### config.mk
export PLATFORM = sky130hd
export DESIGN_NAME = onoff_cell_src
export DESIGN_NICKNAME = d
export VERILOG_FILES = /design/src/rtl/onoff_pkg.sv /design/src/rtl/onoff_lfsr.sv /design/src/rtl/onoff_dest_pick.sv /design/src/rtl/onoff_cell_src.sv
export SDC_FILE = /design/constraint.sdc
export NUM_CORES = 1
export LEC_CHECK = 0
export ABC_AREA = 1
export BUFFER_PORTS_ARGS = -buffer_cell sky130_fd_sc_hd__buf_2
export CORE_AREA = 2 2 124 126
export CTS_BUF_LIST = sky130_fd_sc_hd__clkbuf_16
export DETAILED_ROUTE_END_ITERATION = 8
export DIE_AREA = 0 0 126 128
export GPL_ROUTABILITY_DRIVEN = 0
export GPL_TIMING_DRIVEN = 0
export PLACE_DENSITY_LB_ADDON = 0.05
export SYNTH_ARGS = -nofsm -noshare
export SYNTH_HDL_FRONTEND = slang
export SYNTH_HIERARCHICAL = 1
export SYNTH_SLANG_ARGS = --single-unit
export TNS_END_PERCENT = 10
### constraint.sdc
create_clock -name clk -period 3.8 [get_ports clk]
set_input_delay 0.38 -clock clk [delete_from_list [all_inputs] [get_ports clk]]
set_output_delay 0.38 -clock clk [all_outputs]
set_load 0.02 [all_outputs]
### src/rtl/onoff_pkg.sv
package onoff_pkg;

    typedef enum logic [1:0] {
        ST_IDLE  = 2'd0,
        ST_BURST = 2'd1,
        ST_UNIF  = 2'd2
    } src_state_t;

    localparam int          GEN_W      = 32;
    localparam int          GEN_STEPS  = 32;
    localparam int          SAMP_W     = 16;
    localparam logic [31:0] GEN_TAPS   = 32'h8020_0003;
    localparam logic [31:0] DEST_SALT  = 32'h9E37_79B9;

endpackage

### src/rtl/onoff_lfsr.sv
module onoff_lfsr #(
    parameter int          W     = 32,
    parameter int          STEPS = 32,
    parameter logic [W-1:0] TAPS = 32'h8020_0003
) (
    input  logic         clk,
    input  logic         rst,
    input  logic         adv,
    input  logic [W-1:0] seed,
    output logic [W-1:0] word
);

    logic [W-1:0] gen_q;
    logic [W-1:0] gen_nxt;

    always_comb begin
        gen_nxt = gen_q;
        for (int i = 0; i < STEPS; i++) begin
            gen_nxt = {1'b0, gen_nxt[W-1:1]} ^ (gen_nxt[0] ? TAPS : '0);
        end
    end

    always_ff @(posedge clk) begin
        if (rst) begin
            gen_q <= (seed == '0) ? W'(1) : seed;
        end else if (adv) begin
            gen_q <= gen_nxt;
        end
    end

    assign word = gen_q;

    AST_GEN_NONZERO: assert property (@(posedge clk) disable iff (rst)
        gen_q != '0);

    AST_GEN_FROZEN: assert property (@(posedge clk) disable iff (rst)
        !adv |=> $stable(gen_q));

endmodule

### src/rtl/onoff_dest_pick.sv
module onoff_dest_pick #(
    parameter int unsigned N_PORTS = 8,
    parameter int          WORD_W  = 32,
    localparam int         DW      = (N_PORTS > 1) ? $clog2(N_PORTS) : 1,
    localparam int         NCAND   = WORD_W / DW
) (
    input  logic [WORD_W-1:0] word,
    output logic [DW-1:0]     port
);

    logic [DW-1:0] cand [NCAND];
    logic [NCAND-1:0] fits;

    for (genvar i = 0; i < NCAND; i++) begin : g_cand
        assign cand[i] = word[i*DW +: DW];
        assign fits[i] = 32'(cand[i]) < N_PORTS;
    end

    always_comb begin
        port = cand[0] >> 1;
        for (int i = NCAND - 1; i >= 0; i--) begin
            if (fits[i]) begin
                port = cand[i];
            end
        end
    end

    logic unused_bits;
    assign unused_bits = ^word;

    always_comb begin
        AST_PICK_RANGE: assert (32'(port) < N_PORTS);
    end

endmodule

### src/rtl/onoff_cell_src.sv
module onoff_cell_src
    import onoff_pkg::*;
#(
    parameter int unsigned N_PORTS = 8,
    localparam int         DST_W   = (N_PORTS > 1) ? $clog2(N_PORTS) : 1
) (
    input  logic             clk,
    input  logic             rst,
    input  logic             slot,
    input  logic             bern_mode,
    input  logic [31:0]      seed,
    input  logic [15:0]      act_end_thr,
    input  logic [15:0]      idle_end_thr,
    input  logic [15:0]      bern_thr,
    output logic             cell_vld,
    output logic [DST_W-1:0] cell_dst
);

    logic [GEN_W-1:0] dec_word;
    logic [GEN_W-1:0] dst_word;
    logic [DST_W-1:0] new_port;
    logic [SAMP_W-1:0] samp_a;
    logic [SAMP_W-1:0] samp_b;

    onoff_lfsr #(.W(GEN_W), .STEPS(GEN_STEPS), .TAPS(GEN_TAPS)) u_dec_gen (
        .clk  (clk),
        .rst  (rst),
        .adv  (slot),
        .seed (seed),
        .word (dec_word)
    );

    onoff_lfsr #(.W(GEN_W), .STEPS(GEN_STEPS), .TAPS(GEN_TAPS)) u_dst_gen (
        .clk  (clk),
        .rst  (rst),
        .adv  (slot),
        .seed (seed ^ DEST_SALT),
        .word (dst_word)
    );

    onoff_dest_pick #(.N_PORTS(N_PORTS), .WORD_W(GEN_W)) u_pick (
        .word (dst_word),
        .port (new_port)
    );

    assign samp_a = dec_word[SAMP_W-1:0];
    assign samp_b = dec_word[GEN_W-1:SAMP_W];

    logic act_end, idle_end, bern_hit;
    assign act_end  = samp_a < act_end_thr;
    assign idle_end = samp_b < idle_end_thr;
    assign bern_hit = samp_a < bern_thr;

    src_state_t state_q, state_nxt;
    logic             vld_nxt;
    logic [DST_W-1:0] dst_nxt;

    always_comb begin
        state_nxt = state_q;
        vld_nxt   = 1'b0;
        dst_nxt   = cell_dst;
        if (bern_mode) begin
            state_nxt = ST_UNIF;               // enter-uniform
            vld_nxt   = bern_hit;
            if (bern_hit) dst_nxt = new_port;
        end else begin
            unique case (state_q)
                ST_BURST: begin
                    if (!act_end) begin            // continue
                        vld_nxt   = 1'b1;
                        state_nxt = ST_BURST;
                    end else if (idle_end) begin   // restart
                        vld_nxt   = 1'b1;
                        dst_nxt   = new_port;
                        state_nxt = ST_BURST;
                    end else begin                 // finish
                        state_nxt = ST_IDLE;
                    end
                end
                ST_IDLE, ST_UNIF: begin
                    if (idle_end) begin            // start
                        vld_nxt   = 1'b1;
                        dst_nxt   = new_port;
                        state_nxt = ST_BURST;
                    end else begin                 // stay-idle
                        state_nxt = ST_IDLE;
                    end
                end
                default: state_nxt = ST_IDLE;
            endcase
        end
    end

    always_ff @(posedge clk) begin
        if (rst) begin
            state_q <= ST_IDLE;
        end else if (slot) begin
            state_q <= state_nxt;
        end
    end

    always_ff @(posedge clk) begin
        if (rst) begin
            cell_vld <= 1'b0;
            cell_dst <= '0;
        end else if (slot) begin
            cell_vld <= vld_nxt;
            cell_dst <= dst_nxt;
        end
    end

    AST_SLOT_HOLD: assert property (@(posedge clk) disable iff (rst)
        !slot |=> $stable(cell_vld) && $stable(cell_dst));

    AST_IDLE_SILENT: assert property (@(posedge clk) disable iff (rst)
        (slot && !bern_mode && state_q != ST_BURST && samp_b >= idle_end_thr)
        |=> !cell_vld);

    AST_BURST_KEEP_DST: assert property (@(posedge clk) disable iff (rst)
        (slot && !bern_mode && state_q == ST_BURST && samp_a >= act_end_thr)
        |=> cell_vld && $stable(cell_dst));

    AST_BERN_MISS: assert property (@(posedge clk) disable iff (rst)
        (slot && bern_mode && samp_a >= bern_thr)
        |=> !cell_vld && $stable(cell_dst));

    AST_DST_RANGE: assert property (@(posedge clk) disable iff (rst)
        32'(cell_dst) < N_PORTS);

endmodule

==> results of run 1 <==
[worst max-delay path by stage]
stage	slack, ns	start	endpoint
finish	-1.13	u_dst_gen/word[0]$_DFFE_PP_	u_dst_gen/word[20]$_DFFE_PP_
global placement	-1.20	u_dst_gen/word[0]$_DFFE_PP_	u_dst_gen/word[1]$_DFFE_PP_
floorplan	-0.36	u_dec_gen/word[0]$_DFFE_PP_	u_dec_gen/word[1]$_DFFE_PP_
detailed placement	-1.25	u_dst_gen/word[0]$_DFFE_PP_	u_dst_gen/word[1]$_DFFE_PP_
global route	-1.41	u_dst_gen/word[0]$_DFFE_PP_	u_dst_gen/word[20]$_DFFE_PP_
CTS	-0.98	u_dst_gen/word[0]$_DFFE_PP_	u_dst_gen/word[1]$_DFFE_PP_
[metrics by stage]
step	setup WS [ns]	cells	hold slack [ns]	instance area [µm²]	utilization
final	-1.13	1445	0.273	10800	0.729
after global routing	-1.41	1445	0.265	10800	0.729
after detailed placement	-1.25	1338	0.482	8610	0.580
after global placement	-1.20	1338	0.474	8610	0.580
after CTS	-0.978	1405	0.258	9730	0.655
after floorplan	-0.360	1063	0.449	7940	-
[per-layer routing]
| layer | up-vias | wire [µm] |
|---|---|---|
| met5 | - | 0 |
| met4 | 0 | 638 |
| met3 | 57 | 2090 |
| met2 | 362 | 12000 |
| met1 | 3772 | 11000 |
| li1 | 3841 | - |
[critical path: cells and delay by family, from the launching register on]
family                 cells  cell delay (ns)
flip-flops                 1             0.53
XOR/XNOR                   1             0.33
AND/OR/NAND/NOR           34             3.37
buffers and inverters      3             0.46
[cell usage after synthesis]
cell	count
nand3b_2	2
ha_1	45
nand3b_1	6
or2_2	2
xnor3_2	2
dfxtp_1	6
o31ai_1	2
xor2_1	32
o21ai_0	39
o21ai_1	5
nand2_2	77
nand3_2	50
nor3_1	5
nand2_1	248
clkbuf_1	12
nor3_2	2
buf_4	3
o21bai_1	1
nand3_1	112
xor2_2	2
mux2i_1	2
a31oi_1	13
inv_1	170
o211ai_1	2
nand2_4	29
buf_2	2
nand3_4	13
nor2_1	29
inv_2	14
xor3_2	2
a21oi_1	24
a21oi_2	2
and2_1	1
nand4_1	5
xnor3_1	4
edfxtp_1	64
xnor2_1	20
nor4_1	14
[sequential cells by signal, summed over array words and instances (netlist names)]
register        count
u_dec_gen/word     32
cell_dst            3
u_dst_gen/word     32
state_q             2
cell_vld            1
[cell usage in the layout, fill, tap and decap left out, types with 5 or more instances in the layout]
cell,n
nand2_4,90
edfxtp_1,64
nand3b_1,6
nand2_2,55
nand2_1,208
nor2_1,28
a21oi_1,24
nor3_1,5
inv_2,18
inv_1,164
nor4_1,14
dfxtp_1,6
clkbuf_1,12
buf_2,89
o21ai_1,12
nand3_2,68
xor2_1,28
clkbuf_16,9
nand4_1,5
ha_1,45
buf_4,89
o21ai_0,30
a31oi_1,13
nand3_4,57
nand3_1,50
xnor2_1,16
[final cells by class]
type | instances | area, µm² | share of cell area
inverters | 184 | 701 | 0.0647
multi-input cells | 792 | 6310 | 0.582
well taps | 188 | 235 | 0.0217
flip-flops and latches | 70 | 2040 | 0.189
repair buffers | 178 | 1150 | 0.106
clock buffers | 9 | 225 | 0.0208
clock inverters | 7 | 98.8 | 0.00913
plain buffers | 17 | 77.6 | 0.00716
[timing repair]
item	in CTS	in global routing
gates resized for setup	84	165
pin swaps	53	77
hold buffers	0	0
endpoints found under the setup margin	53	54
buffers inserted	51	40
[logic make-up after synthesis]
family / count (synthesis) / synth area share
simple gates: 595 / 0.427
buf+inv: 201 / 0.0968
compound gates: 88 / 0.0601
flops: 70 / 0.257
xor+xnor: 62 / 0.0852
fa+ha+maj: 45 / 0.0710
mux: 2 / 0.00252
==> results_dict.tcl, run 1 <==
set metrics [dict create \
    outcome "finished with violations" \
    violations "negative setup slack" \
    viasPerCell 5.56 \
    routed_wirelength_um 25700 \
    r2r_slack_ns -1.13 \
    drc 0 \
    fp.dieW_um 126 \
    dr.pass1.iters 5 \
    grt_pass1_vias 7152 \
    cp_max_fo 5 \
    whs_endpoint "cell_vld$_SDFFE_PP0P_" \
    slowest_stage "edfxtp_1" \
    grt.met2_usage 0.457 \
    hold_start "rst" \
    rsz0062_at_grt "true" \
    synth_area_leader_cell "edfxtp_1" \
    gr-total-overflow 0 \
    setup_tns_ns -35.14 \
    synth_top_area_share 0.242 \
    syn_nets 1192 \
    crit_required_ns 3.92 \
    nets 1381 \
    hold_viol 0 \
    clkSlewWorstSetupHoldPaths_ns 0.07 \
    maxCapViolations 0 \
    port_buffers 87 \
    antenna_found_initial 0 \
    synthDistinctLibCells 38 \
    r2r_start "u_dst_gen/word[0]$_DFFE_PP_" \
    n_antenna_cell 0 \
    setup_viol_count_final 52 \
    r2r_end "u_dst_gen/word[20]$_DFFE_PP_" \
    grtUsageMet3 0.0367 \
    first_iter_violations 696 \
    die_y_um 128 \
    tritoncts "yes" \
    worst_slew_pin_slew_ns 0.851 \
    fin_crit_sh 1.30 \
    finalWorstSetupSlack_ns -1.13 \
    crit_path_max_incr_delay_ns 0.53 \
    synthesis.instances 1063 \
    numCtsBuffers 9 \
    max_freq_mhz 203 \
    clock_latency_ns 0.35 \
    grt_pass1_wl_um 36100 \
    io_pins 88 \
    grt_max_degree 33 \
    yosysWarnings 6 \
    grtUsageTotal 0.288 \
    grt_use_met1 0.410 \
    wl_per_cell_um 17.8 \
    seq_area_frac_synth 0.257 \
    busiest_layer "met2" \
    netlist_area_um2 7930 \
    critPathKind "register to register" \
    cts_max_path_buffers 2 \
    floorplan.initialDensity 0.534 \
    hold_path_class "input port to register" \
    hold_depth 2 \
    synth_area_leaders "edfxtp_1 (24%), nand2_1 (12%), inv_1 (8.0%)" \
    fillers 1168 \
    num_vias 8032 \
    crit_top_cell "nand2_4" \
    ant_nets 0 \
    area_growth_pct 36.5 \
    ys_ff_latch 70 \
    cts_root_buffer "clkbuf_16" \
    ctsHtreeMaxLevel 3 \
    min_period_ns 4.93 \
    dpl.hpwl_um 17600 \
    drv_slew 0 \
    core_um2 14900 \
    avgSynthCellArea_um2 7.46 \
    cp-end-kind "register" \
    die-area_um2 16100 \
    cp.arrival_ns 5.05 \
    ff2ff_path_depth 38 \
    worst_setup_path_start_kind "register" \
    rows 45 \
    clkSinkCount 70 \
    drive_above_1_share 0.411 \
    slew_headroom 0.433 \
    clock_skew_ns 0.0105 \
]
Power of run 1 is left out: the tool's default activity adds up to more than one toggle a clock period on the data nets, which glitch-free logic cannot reach.
==> run 2, diff against run 1 <==
CORE_AREA = 2 2 129 131   (was 2 2 124 126)
DIE_AREA = 0 0 131 133   (was 0 0 126 128)
==> run 2 against run 1 <==
Compared with the run above: the run still ends with negative setup slack left; non-clock buffer count rose by 38; die area grew 8.0%; clock skew down 0.00065 ns; routed wire length up 3.0%; global-route usage is 0.075 points lower; setup slack gained 0.057 ns; final area grew 4.4%; register-to-register slack improved by 0.06 ns; sequential share of layout area down 0.79 points; highest routed layer is now met5.
==> results_dict.tcl, run 2 (synthesis results as in run 1) <==
set metrics [dict create \
    hold_start "rst" \
    drc 0 \
    rsz0062_at_grt "true" \
    crit_required_ns 3.89 \
    crit_path_max_incr_delay_ns 0.56 \
    port_buffers 87 \
    core_um2 16200 \
    fillers 1263 \
    max_freq_mhz 205 \
    grt_pass1_wl_um 38100 \
    fin_crit_sh 1.28 \
    clkSlewWorstSetupHoldPaths_ns 0.06 \
    dr.pass1.iters 5 \
    ctsHtreeMaxLevel 3 \
    whs_endpoint "cell_vld$_SDFFE_PP0P_" \
    numCtsBuffers 9 \
    dpl_cell_area_um2 8650 \
    dpl.hpwl_um 17900 \
    ff2ff_path_depth 34 \
    grtUsageMet3 0.0505 \
    routed_wirelength_um 26400 \
    area_growth_pct 42.6 \
    nets 1419 \
    drive_above_1_share 0.436 \
    min_period_ns 4.87 \
    fp.dieW_um 131 \
    busiest_layer "met2" \
    finalWorstSetupSlack_ns -1.07 \
    setup.worst_path.start "u_dst_gen/word[0]$_DFFE_PP_" \
    drv_slew 0 \
    antenna_found_initial 1 \
    n_antenna_cell 0 \
    cts-hold-fix-buffers 0 \
    regArea_um2 2040 \
    ant_nets 0 \
    clock_latency_ns 0.35 \
    grt.met2_usage 0.450 \
    hold_path_class "input port to register" \
    r2r_slack_ns -1.07 \
    r2r_start "u_dst_gen/word[0]$_DFFE_PP_" \
    rows 47 \
    first_iter_violations 598 \
    grt_pass1_vias 7397 \
    worst_slew_pin_slew_ns 0.867 \
    crit_top_cell "buf_4" \
    die_y_um 133 \
    r2r_end "u_dst_gen/word[1]$_DFFE_PP_" \
    hold_viol 0 \
    clkSinkCount 70 \
    final_common_cell "nand2_1" \
    fin_cells 1515 \
    cp-end-kind "register" \
    maxCapViolations 0 \
    place_inst 1370 \
    grt_max_degree 33 \
    critPathKind "register to register" \
    setup_viol_count_final 52 \
    outcome "finished with violations" \
    grt_use_met1 0.405 \
    multi_input_area_um2 6460 \
    cp_max_fo 5 \
    slowest_stage "edfxtp_1" \
    io_pins 88 \
    clock_skew_ns 0.00986 \
    cts_root_buffer "clkbuf_16" \
    stdcell_area_um2 11300 \
    viasPerCell 5.37 \
    grtUsageTotal 0.287 \
    hold_depth 2 \
    most-common-layout-cells "nand2_1 (194), inv_1 (165), buf_4 (129)" \
    tritoncts "yes" \
    cp.arrival_ns 4.97 \
    gr-total-overflow 0 \
    wl_per_cell_um 17.4 \
    worst_setup_path_start_kind "register" \
    floorplan.initialDensity 0.491 \
    cts_max_path_buffers 2 \
    die-area_um2 17400 \
    violations "negative setup slack" \
    slew_headroom 0.422 \
    num_vias 8132 \
]
-- run 2: routing by layer --
layer	vias to the layer above	wire [µm]
met5	-	10
met4	2	745
met3	60	2060
met2	336	12200
met1	3795	11400
li1	3939	-
-- run 2: repair_timing --
| action | in CTS | in global routing |
|---|---|---|
| gates resized for setup | 142 | 134 |
| setup endpoints to repair | 51 | 54 |
| buffers inserted | 86 | 43 |
| pin swaps | 85 | 101 |
-- run 2: per-stage QoR --
step	util	setup slack [ns]	hold WS, ns	setup TNS, ns
6_report	0.699	-1.07	0.277	-32.69
5_1_grt	0.699	-1.26	0.289	-44.01
4_1_cts	0.638	-0.947	0.266	-26.05
3_5_place_dp	0.535	-1.20	0.480	-36.93
3_3_place_gp	0.535	-1.18	0.474	-36.02
2_1_floorplan	-	-0.360	0.449	-5.63
-- run 2: how the worst max path moves through the flow --
stage	depth (start not counted)	endpoint
after detailed placement	42	u_dec_gen/word[20]$_DFFE_PP_
final	34	u_dst_gen/word[1]$_DFFE_PP_
after floorplan	38	u_dec_gen/word[1]$_DFFE_PP_
after global routing	37	u_dst_gen/word[1]$_DFFE_PP_
after global placement	40	u_dst_gen/word[1]$_DFFE_PP_
after CTS	41	u_dst_gen/word[1]$_DFFE_PP_
-- run 2: final cells by class --
class                      count  area share
tap                          220      0.0243
buffer                        17     0.00686
inverter                     184      0.0620
clock inverter                 7      0.0101
multi-input combinational    792       0.571
timing repair buffer         216       0.125
sequential                    70       0.181
clock buffer                   9      0.0199
-- run 2: worst max-delay path: cells and delay by family (launching register included) --
kind                   cells  cell delay (ns)
buffers and inverters     28             3.40
flip-flops                 1             0.56
AND/OR/NAND/NOR            5             0.42
XOR/XNOR                   1             0.20
Power of run 2 is left out for the same reason.
